===== config.mk =====
export PLATFORM = sky130hd
export DESIGN_NAME = pfx_pio_fifo
export DESIGN_NICKNAME = d
export VERILOG_FILES = /design/src/rtl/pfx_pkg.sv /design/src/rtl/pfx_access_decode.sv /design/src/rtl/pfx_byte_bank.sv /design/src/rtl/pfx_xfer_ctrl.sv /design/src/rtl/pfx_pio_fifo.sv
export SDC_FILE = /design/constraint.sdc
export NUM_CORES = 1
export LEC_CHECK = 0
export ABC_AREA = 1
export BUFFER_PORTS_ARGS = -buffer_cell sky130_fd_sc_hd__buf_2
export CAP_MARGIN = 20
export CORE_MARGIN = 10
export CORE_UTILIZATION = 60
export DETAILED_ROUTE_END_ITERATION = 16
export PLACE_DENSITY = 0.74
export RECOVER_POWER = 100
export SLEW_MARGIN = 25
export SYNTH_ARGS = -nofsm -noshare
export SYNTH_HDL_FRONTEND = slang
export SYNTH_HIERARCHICAL = 1
export SYNTH_SLANG_ARGS = --single-unit

===== constraint.sdc =====
create_clock -name clk -period 3.3 [get_ports clk]
set_input_delay 0.495 -clock clk [delete_from_list [all_inputs] [get_ports clk]]
set_output_delay 0.495 -clock clk [all_outputs]
set_load 0.01 [all_outputs]

===== src/rtl/pfx_pkg.sv =====
package pfx_pkg;
  typedef enum logic [2:0] {
    ACC_IDLE,
    ACC_SEL,
    ACC_RESP,
    ACC_CMD,
    ACC_STORE,
    ACC_DISCARD,
    ACC_POP
  } acc_e;
endpackage


===== src/rtl/pfx_access_decode.sv =====
module pfx_access_decode
  import pfx_pkg::*;
(
  input  logic sel_start,
  input  logic resp_load,
  input  logic wr_en,
  input  logic rd_en,
  input  logic cmd_mode,
  input  logic data_phase,
  input  logic cnt_pos,
  input  logic xfer_full,
  input  logic cmd_full,
  input  logic cnt_floor,
  output acc_e kind
);
  always_comb begin
    kind = ACC_IDLE;
    if (sel_start) begin
      kind = ACC_SEL;
    end else if (resp_load) begin
      kind = ACC_RESP;
    end else if (wr_en) begin
      if (cmd_mode) begin
        if (!cmd_full) kind = ACC_CMD;
      end else if (data_phase) begin
        if (!cnt_floor) kind = ACC_DISCARD;
      end else begin
        if (!xfer_full) kind = ACC_STORE;
      end
    end else if (rd_en && cnt_pos) begin
      kind = ACC_POP;
    end
  end
endmodule


===== src/rtl/pfx_byte_bank.sv =====
module pfx_byte_bank #(
  parameter int DEPTH = 32,
  localparam int AW = $clog2(DEPTH)
) (
  input  logic          clk,
  input  logic          we,
  input  logic [AW-1:0] waddr,
  input  logic [7:0]    wdata,
  input  logic          pre_en,
  input  logic [7:0]    pre_byte,
  input  logic [AW-1:0] raddr,
  output logic [7:0]    rdata
);
  logic [7:0] mem [DEPTH];

  for (genvar i = 0; i < DEPTH; i++) begin : g_entry
    logic       ent_en;
    logic [7:0] ent_d;
    always_comb begin
      ent_en = (we && (waddr == AW'(i))) || (pre_en && (i < 2));
      if (pre_en) ent_d = (i == 0) ? pre_byte : 8'h00;
      else        ent_d = wdata;
    end
    always_ff @(posedge clk) begin
      if (ent_en) mem[i] <= ent_d;
    end
  end

  assign rdata = mem[raddr];
endmodule


===== src/rtl/pfx_xfer_ctrl.sv =====
module pfx_xfer_ctrl
  import pfx_pkg::*;
#(
  parameter int DEPTH = 32,
  localparam int AW = $clog2(DEPTH),
  localparam int PW = $clog2(DEPTH + 1),
  localparam int CW = $clog2(DEPTH) + 2
) (
  input  logic                 clk,
  input  logic                 rst_q,
  input  acc_e                 kind,
  input  logic                 data_phase,
  input  logic [7:0]           wr_data,
  input  logic [7:0]           xfer_rdata,
  output logic                 cnt_pos,
  output logic                 xfer_full,
  output logic                 cmd_full,
  output logic                 cnt_floor,
  output logic                 xfer_we,
  output logic [AW-1:0]        xfer_waddr,
  output logic [AW-1:0]        xfer_raddr,
  output logic                 cmd_we,
  output logic [AW-1:0]        cmd_waddr,
  output logic                 pre_en,
  output logic [7:0]           rd_q,
  output logic                 irq_q,
  output logic                 flw_q,
  output logic [PW-1:0]        flv_q,
  output logic signed [CW-1:0] cnt_q,
  output logic [PW-1:0]        clen_q
);
  localparam logic [PW-1:0]        FULL  = PW'(DEPTH);
  localparam logic [PW-1:0]        P_ONE = PW'(1);
  localparam logic [PW-1:0]        P_TWO = PW'(2);
  localparam logic signed [CW-1:0] C_ONE = CW'(1);
  localparam logic signed [CW-1:0] C_TWO = CW'(2);
  localparam logic signed [CW-1:0] FLOOR = -CW'(DEPTH);

  logic [PW-1:0]        wp_q, rp_q, wp_d, rp_d, clen_d, flv_d;
  logic signed [CW-1:0] cnt_d;
  logic [7:0]           rd_d;
  logic                 irq_d, flw_d;
  logic                 ptr_en, cnt_en, clen_en, rd_en_q, flv_en;

  assign cnt_pos    = cnt_q > 0;
  assign xfer_full  = wp_q == FULL;
  assign cmd_full   = clen_q == FULL;
  assign cnt_floor  = cnt_q == FLOOR;
  assign xfer_we    = kind == ACC_STORE;
  assign xfer_waddr = wp_q[AW-1:0];
  assign xfer_raddr = rp_q[AW-1:0];
  assign cmd_we     = kind == ACC_CMD;
  assign cmd_waddr  = clen_q[AW-1:0];
  assign pre_en     = kind == ACC_RESP;

  always_comb begin
    wp_d = wp_q;   rp_d = rp_q;   cnt_d = cnt_q;  clen_d = clen_q;
    rd_d = rd_q;   flv_d = flv_q; irq_d = 1'b0;   flw_d = 1'b0;
    ptr_en = 1'b0; cnt_en = 1'b0; clen_en = 1'b0; rd_en_q = 1'b0; flv_en = 1'b0;
    unique case (kind)
      ACC_SEL: begin
        wp_d = '0; rp_d = '0; cnt_d = '0; clen_d = '0;
        ptr_en = 1'b1; cnt_en = 1'b1; clen_en = 1'b1;
      end
      ACC_RESP: begin
        wp_d = '0; rp_d = '0; cnt_d = C_TWO; flv_d = P_TWO;
        ptr_en = 1'b1; cnt_en = 1'b1; flv_en = 1'b1;
        irq_d = 1'b1; flw_d = 1'b1;
      end
      ACC_CMD: begin
        clen_d = clen_q + P_ONE; clen_en = 1'b1;
      end
      ACC_STORE: begin
        wp_d = wp_q + P_ONE; cnt_d = cnt_q + C_ONE;
        ptr_en = 1'b1; cnt_en = 1'b1;
      end
      ACC_DISCARD: begin
        cnt_d = cnt_q - C_ONE; cnt_en = 1'b1;
      end
      ACC_POP: begin
        cnt_d = cnt_q - C_ONE; cnt_en = 1'b1; rd_en_q = 1'b1; irq_d = 1'b1;
        if (data_phase) begin
          rd_d = 8'h00;
        end else begin
          rd_d = xfer_rdata; rp_d = rp_q + P_ONE; ptr_en = 1'b1;
        end
        if (cnt_q == C_ONE) begin
          wp_d = '0; rp_d = '0; ptr_en = 1'b1;
        end
      end
      default: ;
    endcase
  end

  always_ff @(posedge clk or negedge rst_q) begin
    if (!rst_q) begin
      wp_q <= '0; rp_q <= '0; cnt_q <= '0; clen_q <= '0;
      rd_q <= '0; irq_q <= 1'b0; flw_q <= 1'b0; flv_q <= '0;
    end else begin
      irq_q <= irq_d;
      flw_q <= flw_d;
      if (ptr_en)  begin wp_q <= wp_d; rp_q <= rp_d; end
      if (cnt_en)  cnt_q  <= cnt_d;
      if (clen_en) clen_q <= clen_d;
      if (rd_en_q) rd_q   <= rd_d;
      if (flv_en)  flv_q  <= flv_d;
    end
  end

  // write pointer never passes the store depth
  a_r3_wptr_bound: assert property (@(posedge clk) disable iff (!rst_q)
    wp_q <= FULL && rp_q <= FULL);
  // count never drops under the floor
  a_r4_count_floor: assert property (@(posedge clk) disable iff (!rst_q)
    cnt_q >= FLOOR);
  // a pop that empties the store returns both pointers to 0
  a_r7_ptr_home: assert property (@(posedge clk) disable iff (!rst_q)
    (kind == ACC_POP && cnt_q == C_ONE) |=> (wp_q == '0 && rp_q == '0));
  // flags strobe comes with a fresh two-byte response
  a_r8_flags_resp: assert property (@(posedge clk) disable iff (!rst_q)
    flw_q |-> (cnt_q == C_TWO && wp_q == '0 && rp_q == '0 && irq_q));
endmodule


===== src/rtl/pfx_pio_fifo.sv =====
module pfx_pio_fifo
  import pfx_pkg::*;
#(
  parameter int DEPTH = 32,
  localparam int AW = $clog2(DEPTH),
  localparam int PW = $clog2(DEPTH + 1),
  localparam int CW = $clog2(DEPTH) + 2
) (
  input  logic                 clk,
  input  logic                 rst_n,
  input  logic                 sel_start_i,
  input  logic                 resp_load_i,
  input  logic [7:0]           sense_i,
  input  logic                 cmd_mode_i,
  input  logic [2:0]           phase_i,
  input  logic                 wr_en_i,
  input  logic [7:0]           wr_data_i,
  input  logic                 rd_en_i,
  output logic [7:0]           rd_data_o,
  output logic                 irq_o,
  output logic signed [CW-1:0] count_o,
  output logic                 flags_wr_o,
  output logic [PW-1:0]        flags_val_o,
  output logic [PW-1:0]        cmd_len_o,
  input  logic [AW-1:0]        cmd_raddr_i,
  output logic [7:0]           cmd_rdata_o
);
  logic rst_meta, rst_q;
  always_ff @(posedge clk or negedge rst_n) begin
    if (!rst_n) begin
      rst_meta <= 1'b0;
      rst_q    <= 1'b0;
    end else begin
      rst_meta <= 1'b1;
      rst_q    <= rst_meta;
    end
  end

  acc_e          kind;
  logic          data_phase, cnt_pos, xfer_full, cmd_full, cnt_floor;
  logic          xfer_we, cmd_we, pre_en;
  logic [AW-1:0] xfer_waddr, xfer_raddr, cmd_waddr;
  logic [7:0]    xfer_rdata;

  assign data_phase = phase_i[2:1] == 2'b00;

  pfx_access_decode u_dec (
    .sel_start (sel_start_i), .resp_load (resp_load_i),
    .wr_en     (wr_en_i),     .rd_en     (rd_en_i),
    .cmd_mode  (cmd_mode_i),  .data_phase(data_phase),
    .cnt_pos   (cnt_pos),     .xfer_full (xfer_full),
    .cmd_full  (cmd_full),    .cnt_floor (cnt_floor),
    .kind      (kind)
  );

  pfx_xfer_ctrl #(.DEPTH(DEPTH)) u_ctl (
    .clk       (clk),        .rst_q     (rst_q),
    .kind      (kind),       .data_phase(data_phase),
    .wr_data   (wr_data_i),  .xfer_rdata(xfer_rdata),
    .cnt_pos   (cnt_pos),    .xfer_full (xfer_full),
    .cmd_full  (cmd_full),   .cnt_floor (cnt_floor),
    .xfer_we   (xfer_we),    .xfer_waddr(xfer_waddr),
    .xfer_raddr(xfer_raddr), .cmd_we    (cmd_we),
    .cmd_waddr (cmd_waddr),  .pre_en    (pre_en),
    .rd_q      (rd_data_o),  .irq_q     (irq_o),
    .flw_q     (flags_wr_o), .flv_q     (flags_val_o),
    .cnt_q     (count_o),    .clen_q    (cmd_len_o)
  );

  pfx_byte_bank #(.DEPTH(DEPTH)) u_xfer (
    .clk(clk), .we(xfer_we), .waddr(xfer_waddr), .wdata(wr_data_i),
    .pre_en(pre_en), .pre_byte(sense_i), .raddr(xfer_raddr), .rdata(xfer_rdata)
  );

  pfx_byte_bank #(.DEPTH(DEPTH)) u_cmd (
    .clk(clk), .we(cmd_we), .waddr(cmd_waddr), .wdata(wr_data_i),
    .pre_en(1'b0), .pre_byte(8'h00), .raddr(cmd_raddr_i), .rdata(cmd_rdata_o)
  );

  logic lone_rd;
  assign lone_rd = rd_en_i && !wr_en_i && !sel_start_i && !resp_load_i;

  // a read with data pending asks for an interrupt one cycle later
  a_r5_pop_irq: assert property (@(posedge clk) disable iff (!rst_q)
    (lone_rd && count_o > 0) |=> (irq_o && count_o == $past(count_o) - 1));
  // a read with nothing pending leaves the outputs alone
  a_r6_empty_hold: assert property (@(posedge clk) disable iff (!rst_q)
    (lone_rd && count_o <= 0) |=> ($stable(rd_data_o) && $stable(count_o) && !irq_o));
  // a selection start empties both stores
  a_r9_sel_clear: assert property (@(posedge clk) disable iff (!rst_q)
    sel_start_i |=> (count_o == 0 && cmd_len_o == 0 && !irq_o));
endmodule


; Yosys cells after proc, flatten, opt, wreduce, memory -nomap -nowiden
; Memories as Yosys holds them, arrays and structs flattened.
; Cells that the tools add are included.
[totals]
register_bits = 38
latchBits = 0
ramBits = 512
rom_bits = 0
inputBits = 31
output_inout_bits = 37
wordCells = 577
mem_count = 2
[classes]
n_addsub = 5
mul = 0
n_div = 0
magnitude_cmp = 1
eq_ne = 74
n_shift = 0
muxes = 338
n_bitwise = 0
n_reduce_logical = 147
[mem_list]
columns = memory, words, width, rd, rd_clocked_by_memory_dff, wr, line_no
row1 = u_cmd.mem, 32, 8, 1, 0, 1, pfx_byte_bank.sv:14  ; logic [7:0] mem [DEPTH];
row2 = u_xfer.mem, 32, 8, 1, 0, 2, pfx_byte_bank.sv:14
[ops]
columns = operator, n
row1 = 8-bit two-way mux, 64
row2 = 8-bit OR reduction, 61
row3 = 5-bit two-way mux, 61
row4 = 1-bit two-way mux, 196
row5 = 5-bit equality test (second input constant), 32
row6 = 5-bit by 4-bit equality test with 1-bit output (second input constant), 16
row7 = 1-bit logical AND, 65
row8 = 5-bit by 3-bit equality test with 1-bit output (second input constant), 8
row9 = 7-bit case mux with 4 select lines, 1
row10 = 3-bit two-way mux, 8
row11 = 6-bit case mux with 2 select lines, 2
row12 = 5-bit by 2-bit equality test with 1-bit output (second input constant), 4
row13 = 6-bit by 1-bit adder with 6-bit output (second input constant), 3
row14 = 6-bit two-way mux, 3
row15 = 6-bit case mux with 3 select lines, 1
row16 = 6-bit equality test (second input constant), 2
row17 = 5-bit by 1-bit equality test with 1-bit output (second input constant), 2
row18 = 5-bit zero test, 2
row19 = 3-bit equality test (second input constant), 3
row20 = 2-bit AND reduction, 4
row21 = 2-bit OR reduction, 4
row22 = 7-bit by 2-bit adder with 7-bit output (second input constant), 1
row23 = 7-bit by 2-bit equality test with 1-bit output (second input constant), 1
row24 = 7-bit by 6-bit equality test with 1-bit output (second input constant), 1
row25 = other kinds (16), 20

; Depth between registers and ports, before layout
; Gate-level depths: netlist of run 1.
[depth]
word_depth = 43
ltp_mapped = 16
depth_no_buf = 16

; Cells and area by module
; The synthesis of run 1 kept the hierarchy.
[by_module_without_submodules]
columns = mod, n_inst, cells_per_inst, area_per_inst_um2, seq_area_each_um2
row1 = pfx_byte_bank at u_xfer, 1, 967, 10821.6, 7687.4
row2 = pfx_byte_bank at u_cmd, 1, 967, 10810.4, 7687.4
row3 = pfx_xfer_ctrl, 1, 293, 2170.8, 875.8
row4 = pfx_access_decode, 1, 23, 95.1, 0.0
row5 = pfx_pio_fifo, 1, 5, 61.3, 50.0

; Worst setup path before layout of run 1
; Ideal clock, no wire load.
[synth_timing]
kind = flip-flop to flip-flop
start = register u_ctl.cnt_q[0]
end = memory u_xfer.mem[10][0] (data pin)
setup_ns = 0.347
arrival_time_ns = 2.906
required_time_ns = 2.953
setup_slack_ns = 0.047
stages_incl_launch_ff = 15
path_buffers = 1
synth_period_minus_slack_ns = 3.253
cell_sequence = dfrtp_1 > clkinv_1 > ha_1 > nand2_1 > o21ai_0 > inv_1 > nand2_1 > nand2_2 > nand2_1 > a21oi_1 > inv_1 > nand3_1 > inv_1 > clkbuf_1 > nor2_1
[synth_rtl]
columns = element, line_no
row1 = from (decl), pfx_xfer_ctrl.sv:29  ; output logic signed [CW-1:0] cnt_q,
row2 = from (signal assigned), pfx_xfer_ctrl.sv:103  ; if (cnt_en) cnt_q <= cnt_d;
row3 = to (decl), pfx_byte_bank.sv:14

; Worst setup path in the final report of run 1
[layout_timing]
start = input port cmd_raddr_i[0]
end = output port cmd_rdata_o[7]
[layout_between]
elab_chain_len = 1
[layout_rtl]
columns = element, line_no
row1 = from (decl), pfx_pio_fifo.sv:25  ; input logic [AW-1:0] cmd_raddr_i,
row2 = memory read 32 x 8 bit, n/a
row3 = to (decl), pfx_pio_fifo.sv:26  ; output logic [7:0] cmd_rdata_o
; No other way between the ends.

==> results of run 1 <==
area by class of cell:
type / count / area [um^2] / share of cell area (%)
Inverter: 85 / 320 / 1.21
Timing Repair Buffer: 176 / 1010 / 3.83
Clock inverter: 35 / 324 / 1.22
Tap cell: 525 / 657 / 2.48
Sequential cell: 549 / 16300 / 61.5
Multi-Input combinational cell: 1509 / 6460 / 24.4
Clock buffer: 64 / 1410 / 5.32
routing by layer:
metal / wire (um) / share of wire, %
met2: 25900 / 46
met3: 6380 / 11
met5: 0 / 0
met1: 23200 / 41
met4: 1230 / 2.2
how the worst max path moves through the flow:
stage                        end  slack [ns]  depth (start not counted)
3_3_place_gp    u_cmd/mem[26][2]        0.24                         13
4_1_cts         u_cmd/mem[23][1]        0.13                         14
2_1_floorplan  u_xfer/mem[10][0]        0.05                         14
6_report          cmd_rdata_o[7]        0.25                         12
5_1_grt         u_cmd/mem[14][0]        0.01                         15
3_5_place_dp    u_cmd/mem[30][4]        0.18                         14
per-stage QoR:
step / area, um^2 / instances / hold WS (ns)
after floorplan: 24000 / 2273 / 0.199
after global placement: 25000 / 2843 / 0.128
after detailed placement: 25000 / 2843 / 0.142
after CTS: 26800 / 2943 / 0.147
after global routing: 26500 / 2943 / 0.162
final: 26500 / 2943 / 0.134
registers in the layout, indices dropped and copies added, names as in the netlist:
| signal | cells |
|---|---|
| u_cmd/mem | 256 |
| u_xfer/mem | 256 |
| u_ctl/rd_q | 8 |
| u_ctl/cnt_q | 7 |
| u_ctl/clen_q | 6 |
| u_ctl/wp_q | 6 |
| u_ctl/rp_q | 5 |
| rst_meta | 1 |
| rst_q | 1 |
| u_ctl/flv_q | 1 |
| u_ctl/flw_q | 1 |
| u_ctl/irq_q | 1 |
worst reg2reg max path: cells and delay by family (launching register included):
kind	cells	cell delay, ns
flip-flops	1	0.49
AO/OA/AOI/OAI	1	0.18
buffers and inverters	2	1.17
AND/OR/NAND/NOR	9	1.15
power by group through the flow:
stage / combinational (uW) / clock [uW] / sequential [uW]
after floorplan: 725 / 0 / 7970
after global placement: 1140 / 0 / 7960
after detailed placement: 1180 / 0 / 7960
after CTS: 1190 / 6080 / 7810
after global routing: 1290 / 6400 / 7830
final: 1170 / 6020 / 7820
cells by family after synthesis:
family | Yosys count | synth area share [%]
compound gates | 47 | 1.02
xor+xnor | 3 | 0.110
fa+ha+maj | 9 | 0.470
buf+inv | 215 | 5.35
flops | 549 | 68.0
other cells | 3 | 0.0470
simple gates | 1429 | 25.0
what timing repair did:
item / in CTS / in global routing
setup endpoints to repair: 0 / 257
resized for setup: 0 / 3
buffers inserted: 0 / 0
hold buffers: 1 / 0
endpoints found under the hold margin: 2 / 0
layout by cell type, fill, tap and decap left out, types with 3 or more instances in the layout:
cell type,netlist,routed
sky130_fd_sc_hd__nand2_1,864,863
sky130_fd_sc_hd__clkinv_1,2,18
sky130_fd_sc_hd__buf_2,32,34
sky130_fd_sc_hd__xor2_1,3,3
sky130_fd_sc_hd__or2_2,3,3
sky130_fd_sc_hd__clkbuf_1,20,57
sky130_fd_sc_hd__clkbuf_4,0,3
sky130_fd_sc_hd__conb_1,3,21
sky130_fd_sc_hd__nand2_2,2,4
sky130_fd_sc_hd__clkinv_2,0,7
sky130_fd_sc_hd__nor3_1,4,4
sky130_fd_sc_hd__nor2_1,109,100
sky130_fd_sc_hd__bufinv_16,0,6
sky130_fd_sc_hd__nand4_1,10,10
sky130_fd_sc_hd__dfrtp_1,37,35
sky130_fd_sc_hd__o211ai_1,3,3
sky130_fd_sc_hd__inv_2,6,4
sky130_fd_sc_hd__ha_1,9,9
sky130_fd_sc_hd__nand3_1,428,430
sky130_fd_sc_hd__buf_4,24,36
sky130_fd_sc_hd__buf_12,0,6
sky130_fd_sc_hd__edfxtp_1,512,512
sky130_fd_sc_hd__nor2_2,4,11
sky130_fd_sc_hd__clkinvlp_4,0,3
sky130_fd_sc_hd__inv_1,77,78
sky130_fd_sc_hd__o21ai_0,37,38
sky130_fd_sc_hd__clkbuf_16,0,55
sky130_fd_sc_hd__clkbuf_2,0,48
==> run summary, run 1 <==
- outcome: finished with violations
- violations in the final reports: capacitance limit, slew limit
- fraction of final layout cells sized beyond drive strength 1: 9.47%
- type of the most critical hold path: reg2async
- number of antenna violations at the first check in global routing: 0
- reg2reg start: u_ctl/rp_q[0]
- Starting DRT DRC Count: 2,003
- area of the core: 39,600 um^2
- Int Pwr: 11,600 uW
- count of pins over their slew limit: 348
- most used routing layer in global routing: met2
- startpoint class of the critical path: primary input
- Max-Cap Viols: 9
- number of global-route vias before repair: 16,000
- number of I/O port buffers: 61
- total negative setup slack: 0 ns
- gr ovfl total: 0
- cell row count: 73
- setup repair after global routing missed its margin: false
- reg2reg end: u_ctl/rd_q[3]
- sequential element share of the synthesized area: 68.0%
- routed vias: 16,800
- final worst path period share: 92.4%
- Skew-Pair Late Insertion Delay: 0.60 ns
- R2R setup slack: 0.25 ns
- Highest Clock Rate: 0.328 GHz
- leading cell types by count after synthesis: sky130_fd_sc_hd__nand2_1, sky130_fd_sc_hd__edfxtp_1, sky130_fd_sc_hd__nand3_1, sky130_fd_sc_hd__nor2_1, sky130_fd_sc_hd__inv_1
- slack of the critical path: 0.249 ns
- synth unique cells: 29
- area of the mapped netlist: 24,000 um^2
- CP Capture Type: primary output
- clock-pin slew reported for the worst setup and hold paths after clock tree synthesis: 0.06 ns
- path type of the worst setup path: in2out
- overall track demand over capacity in global routing: 23.4%
- proportion of power drawn by combinational gates: 7.8%
- area added between synthesis and finish: 10.6%
- horizontal die dimension: 220 um
- overall die area: 48,300 um^2
- filler instances: 2,930
- worst-path fanout max: 33
- final setup vio count: 0
- cell count of the worst reg-to-reg path: 12
- final hold violations: 0
- part of the total power dissipated in sequential elements: 52.1%
- met2 demand-to-capacity share in global routing: 35.6%
- met1 track demand over resource in global routing: 33.7%
- worst slack at placement: 0.182 ns
- most used cell along the critical path: sky130_fd_sc_hd__nand2_1
- number of primary I/O pins: 68
- clock skew: 0.0208 ns
- TritonRoute pass-1 iters: 6
- maximum clock insertion buffer count: 3
- post-route DRC violation count: 0
- standard cell with the maximum stage delay on the critical path: sky130_fd_sc_hd__clkbuf_2
- Post-synth EDFFs: 512
- Synth Flop Type: sky130_fd_sc_hd__edfxtp_1
- total of warnings raised by yosys: 6
- effective utilization at floorplan: 60.4%
- fraction of power consumed by the clock network: 40.1%
- Root Buffer Master: sky130_fd_sc_hd__clkbuf_16
- global-route wire length before repair: 87,400 um
- worst path bufs/invs: 4
- actual transition at the worst max-transition pin: 1.82 ns
- CP Data Arrival Time: 2.56 ns
- largest cells by area after synthesis: sky130_fd_sc_hd__edfxtp_1, sky130_fd_sc_hd__nand2_1, sky130_fd_sc_hd__nand3_1
- top cell type's share of synthesized area: 64.2%
- Inserted Clock Buffers: 54
- start point of the critical path: cmd_raddr_i[0]
- clock sink count: 549
- delay contributed by the slowest stage of the critical path: 0.51 ns
- CP cell instances: buf_4 -> inv_2 -> clkbuf_2 -> nand2_1 -> nand3_1 -> nand3_1 -> nand2_1 -> nand2_1 -> nand2_1 -> nand2_1 -> nand2_1 -> clkbuf_1
- height of the chip: 220 um
- HPWL reported at the end of detailed placement: 34,200 um
- Worst IR Drop VDD: 484 uV
- Post-Syn Instances: 2,255
- power per cell area: 566 nW/um^2
- most instantiated library cell after synthesis: sky130_fd_sc_hd__nand2_1
- largest net degree at the start of global routing: 134
- average wire per cell in the routed design: 19.2 um
- met3 track demand over resource: 4.35%
- relative slew slack: -21.1%
- final total power: 15,000 uW
- top cell type by total area after synthesis: sky130_fd_sc_hd__edfxtp_1
- Mapped Avg Cell Area: 10.6 um^2
- Leakage: 0.0103 uW
- utilization of the core after routing: 66.8%
- average vias per placed instance: 5.71
- Routed Antenna Nets: 0
- Post-layout nets: 2,415
- Routability Congestion: 0.872
- TritonCTS clock tree: done
- final critical-path required period: 3.05 ns
- cell family with most CP delay: buffers and inverters
- Switch Pwr: 3450 uW
- synthesized flop and latch total: 549
- WL final: 56,600 um
- share of synthesized registers carrying an async set or reset: 6.74%
- CTS H-tree lvls: 2
- sw frac: 23.0%
- Crit path required time: 2.80 ns
- total inserted antenna cells: 0
Note: power is estimated with default switching activity, not from simulation.
==> inputs of run 2 (changes only) <==
--- a/config.mk
+++ b/config.mk
@@ -8,10 +8,12 @@
 export ABC_AREA = 1
 export BUFFER_PORTS_ARGS = -buffer_cell sky130_fd_sc_hd__buf_2
 export CAP_MARGIN = 20
+export CELL_PAD_IN_SITES_DETAIL_PLACEMENT = 0
+export CELL_PAD_IN_SITES_GLOBAL_PLACEMENT = 1
 export CORE_MARGIN = 10
-export CORE_UTILIZATION = 60
+export CORE_UTILIZATION = 54
 export DETAILED_ROUTE_END_ITERATION = 16
-export PLACE_DENSITY = 0.74
+export PLACE_DENSITY = 0.82
 export RECOVER_POWER = 100
 export SLEW_MARGIN = 25
 export SYNTH_ARGS = -nofsm -noshare
==> run summary, run 2 (synthesized netlist as in run 1, its figures left out) <==
- delay contributed by the slowest stage of the critical path: 0.58 ns
- Post-layout nets: 2,414
- effective utilization at floorplan: 54.4%
- Crit path required time: 2.80 ns
- CP cell instances: buf_4 -> inv_1 -> buf_6 -> nand2_1 -> nand3_1 -> nand3_1 -> nand2_1 -> nand2_1 -> nand2_1 -> nand2_1 -> nand2_1 -> buf_2
- final worst path period share: 92.0%
- post-route DRC violation count: 0
- gr ovfl total: 0
- Root Buffer Master: sky130_fd_sc_hd__clkbuf_16
- path type of the worst setup path: in2out
- Max-Cap Viols: 6
- Hold Crit Endpoint: u_xfer/mem[0][6]
- TritonRoute pass-1 iters: 5
- clock-pin slew reported for the worst setup and hold paths after clock tree synthesis: 0.06 ns
- number of I/O port buffers: 61
- Starting DRT DRC Count: 1,171
- horizontal die dimension: 231 um
- Routability Congestion: 0.858
- actual transition at the worst max-transition pin: 1.81 ns
- filler instances: 3,637
- largest registers: u_cmd/mem (256), u_xfer/mem (256), u_ctl/rd_q (8)
- reg2reg start: u_ctl/clen_q[0]
- average vias per placed instance: 5.39
- number of antenna violations at the first check in global routing: 0
- CP Capture Type: primary output
- most common cell after layout, fill and taps aside: sky130_fd_sc_hd__nand2_1
- CP Data Arrival Time: 2.54 ns
- reg2reg end: u_cmd/mem[15][6]
- R2R setup slack: 0.31 ns
- most used cell along the critical path: sky130_fd_sc_hd__nand2_1
- largest net degree at the start of global routing: 129
- count of cells along the worst hold path: 3
- cell row count: 77
- number of primary I/O pins: 68
- top library cells by usage in the layout, fill and taps aside: sky130_fd_sc_hd__nand2_1, sky130_fd_sc_hd__edfxtp_1, sky130_fd_sc_hd__nand3_1
- height of the chip: 231 um
- area of the core: 44,000 um^2
- cell count of the worst reg-to-reg path: 14
- Worst IR Drop VDD: 432 uV
- TritonCTS clock tree: done
- violations in the final reports: capacitance limit, slew limit
- area added between synthesis and finish: 10.6%
- launch instance of the worst min-delay path: sense_i[6]
- number of global-route vias before repair: 15,500
- outcome: finished with violations
- global-route wire length before repair: 86,000 um
- placed inst area: 25,100 um^2
- clock skew: 0.0192 ns
- start point of the critical path: cmd_raddr_i[0]
- maximum clock insertion buffer count: 3
- overall die area: 53,200 um^2
- final hold violations: 0
- setup repair after global routing missed its margin: false
- final critical-path required period: 3.04 ns
- HPWL reported at the end of detailed placement: 34,900 um
- Inserted Clock Buffers: 55
- startpoint class of the critical path: primary input
- relative slew slack: -20.4%
- count of pins over their slew limit: 192
- overall track demand over capacity in global routing: 20.8%
- WL final: 56,200 um
- fraction of final layout cells sized beyond drive strength 1: 8.99%
- worst path bufs/invs: 4
- routed vias: 16,200
- CTS H-tree lvls: 2
- worst-path fanout max: 49
- Highest Clock Rate: 0.329 GHz
- Leakage: 0.0102 uW
- total inserted antenna cells: 0
- Skew-Pair Late Insertion Delay: 0.61 ns
- standard cell with the maximum stage delay on the critical path: sky130_fd_sc_hd__inv_1
- power per cell area: 554 nW/um^2
- type of the most critical hold path: in2reg
- Design Area, Final: 26,500 um^2
- average wire per cell in the routed design: 18.7 um
- cell family with most CP delay: buffers and inverters
- total negative setup slack: 0 ns
- clock sink count: 549
- final setup vio count: 0
- Routed Antenna Nets: 0
-- run 2: changes by cell type in the layout (fill, tap and decap cells not counted), moves of 3 or more --
cell,before,now
sky130_fd_sc_hd__clkbuf_2,48,34
sky130_fd_sc_hd__clkbuf_1,57,69
sky130_fd_sc_hd__buf_4,36,44
sky130_fd_sc_hd__clkinv_2,7,14
sky130_fd_sc_hd__buf_2,34,28
sky130_fd_sc_hd__bufinv_16,6,2
sky130_fd_sc_hd__nor2_2,11,15
sky130_fd_sc_hd__clkbuf_4,3,0
-- run 2: worst max-delay path by stage --
stage / endpoint / slack [ns] / depth (start not counted)
global placement: u_cmd/mem[10][5] / 0.22 / 13
CTS: u_cmd/mem[11][7] / 0.21 / 13
floorplan: u_xfer/mem[10][0] / 0.05 / 14
detailed placement: u_cmd/mem[11][6] / 0.22 / 13
finish: cmd_rdata_o[1] / 0.26 / 12
global route: u_xfer/mem[3][4] / 0.05 / 15
-- run 2: per-layer routing --
metal | global-route usage (%) | share of wire (%)
met1 | 25.3 | 40
met2 | 36.8 | 51
met3 | 2.64 | 5.6
met4 | 8.57 | 3.6
met5 | 0 | 0
-- run 2: area by class of cell --
cell class                      instances  area (um^2)  share of cell area (%)
Clock buffer                           66         1440                    5.43
Clock inverter                         32          210                   0.793
Inverter                               85          320                    1.21
Multi-Input combinational cell       1509         6470                    24.4
Sequential cell                       549        16300                    61.5
Tap cell                              592          741                    2.79
Timing Repair Buffer                  174         1020                    3.86
-- run 2: power breakdown --
part	internal (uW)	leakage (uW)	switching (uW)	total, uW
Clock	3240	0.000815	2510	5750
Sequential	7740	0.00516	85.0	7830
Combinational	294	0.00426	824	1120
Total	11300	0.0102	3420	14700
-- run 2: worst register-to-register path, delay by kind of cell (launching register included) --
kind | cells | cell delay (ns)
AOI/OAI and AO/OA | 1 | 0.06
adders and majority gates | 1 | 0.21
buffers and inverters | 5 | 0.92
DFF | 1 | 0.48
and+or+nand+nor | 7 | 1.00
-- run 2: stage by stage --
step	setup WS (ns)	hold WS, ns	cells	utilization, %	total power (uW)
final	0.263	0.184	3007	60.2	14700
after global routing	0.0515	0.179	3007	60.2	15200
after CTS	0.213	0.149	3007	60.8	14800
after detailed placement	0.218	0.285	2908	57.0	9110
after global placement	0.225	0.279	2908	57.0	9080
after floorplan	0.0467	0.199	2273	-	8700
-- run 2: timing repair --
item / 4_1_cts / 5_1_grt
buffers inserted: 0 / 0
hold endpoints to repair: 2 / 0
setup endpoints to repair: 0 / 72
hold buffers: 1 / 0
gates resized for setup: 0 / 2
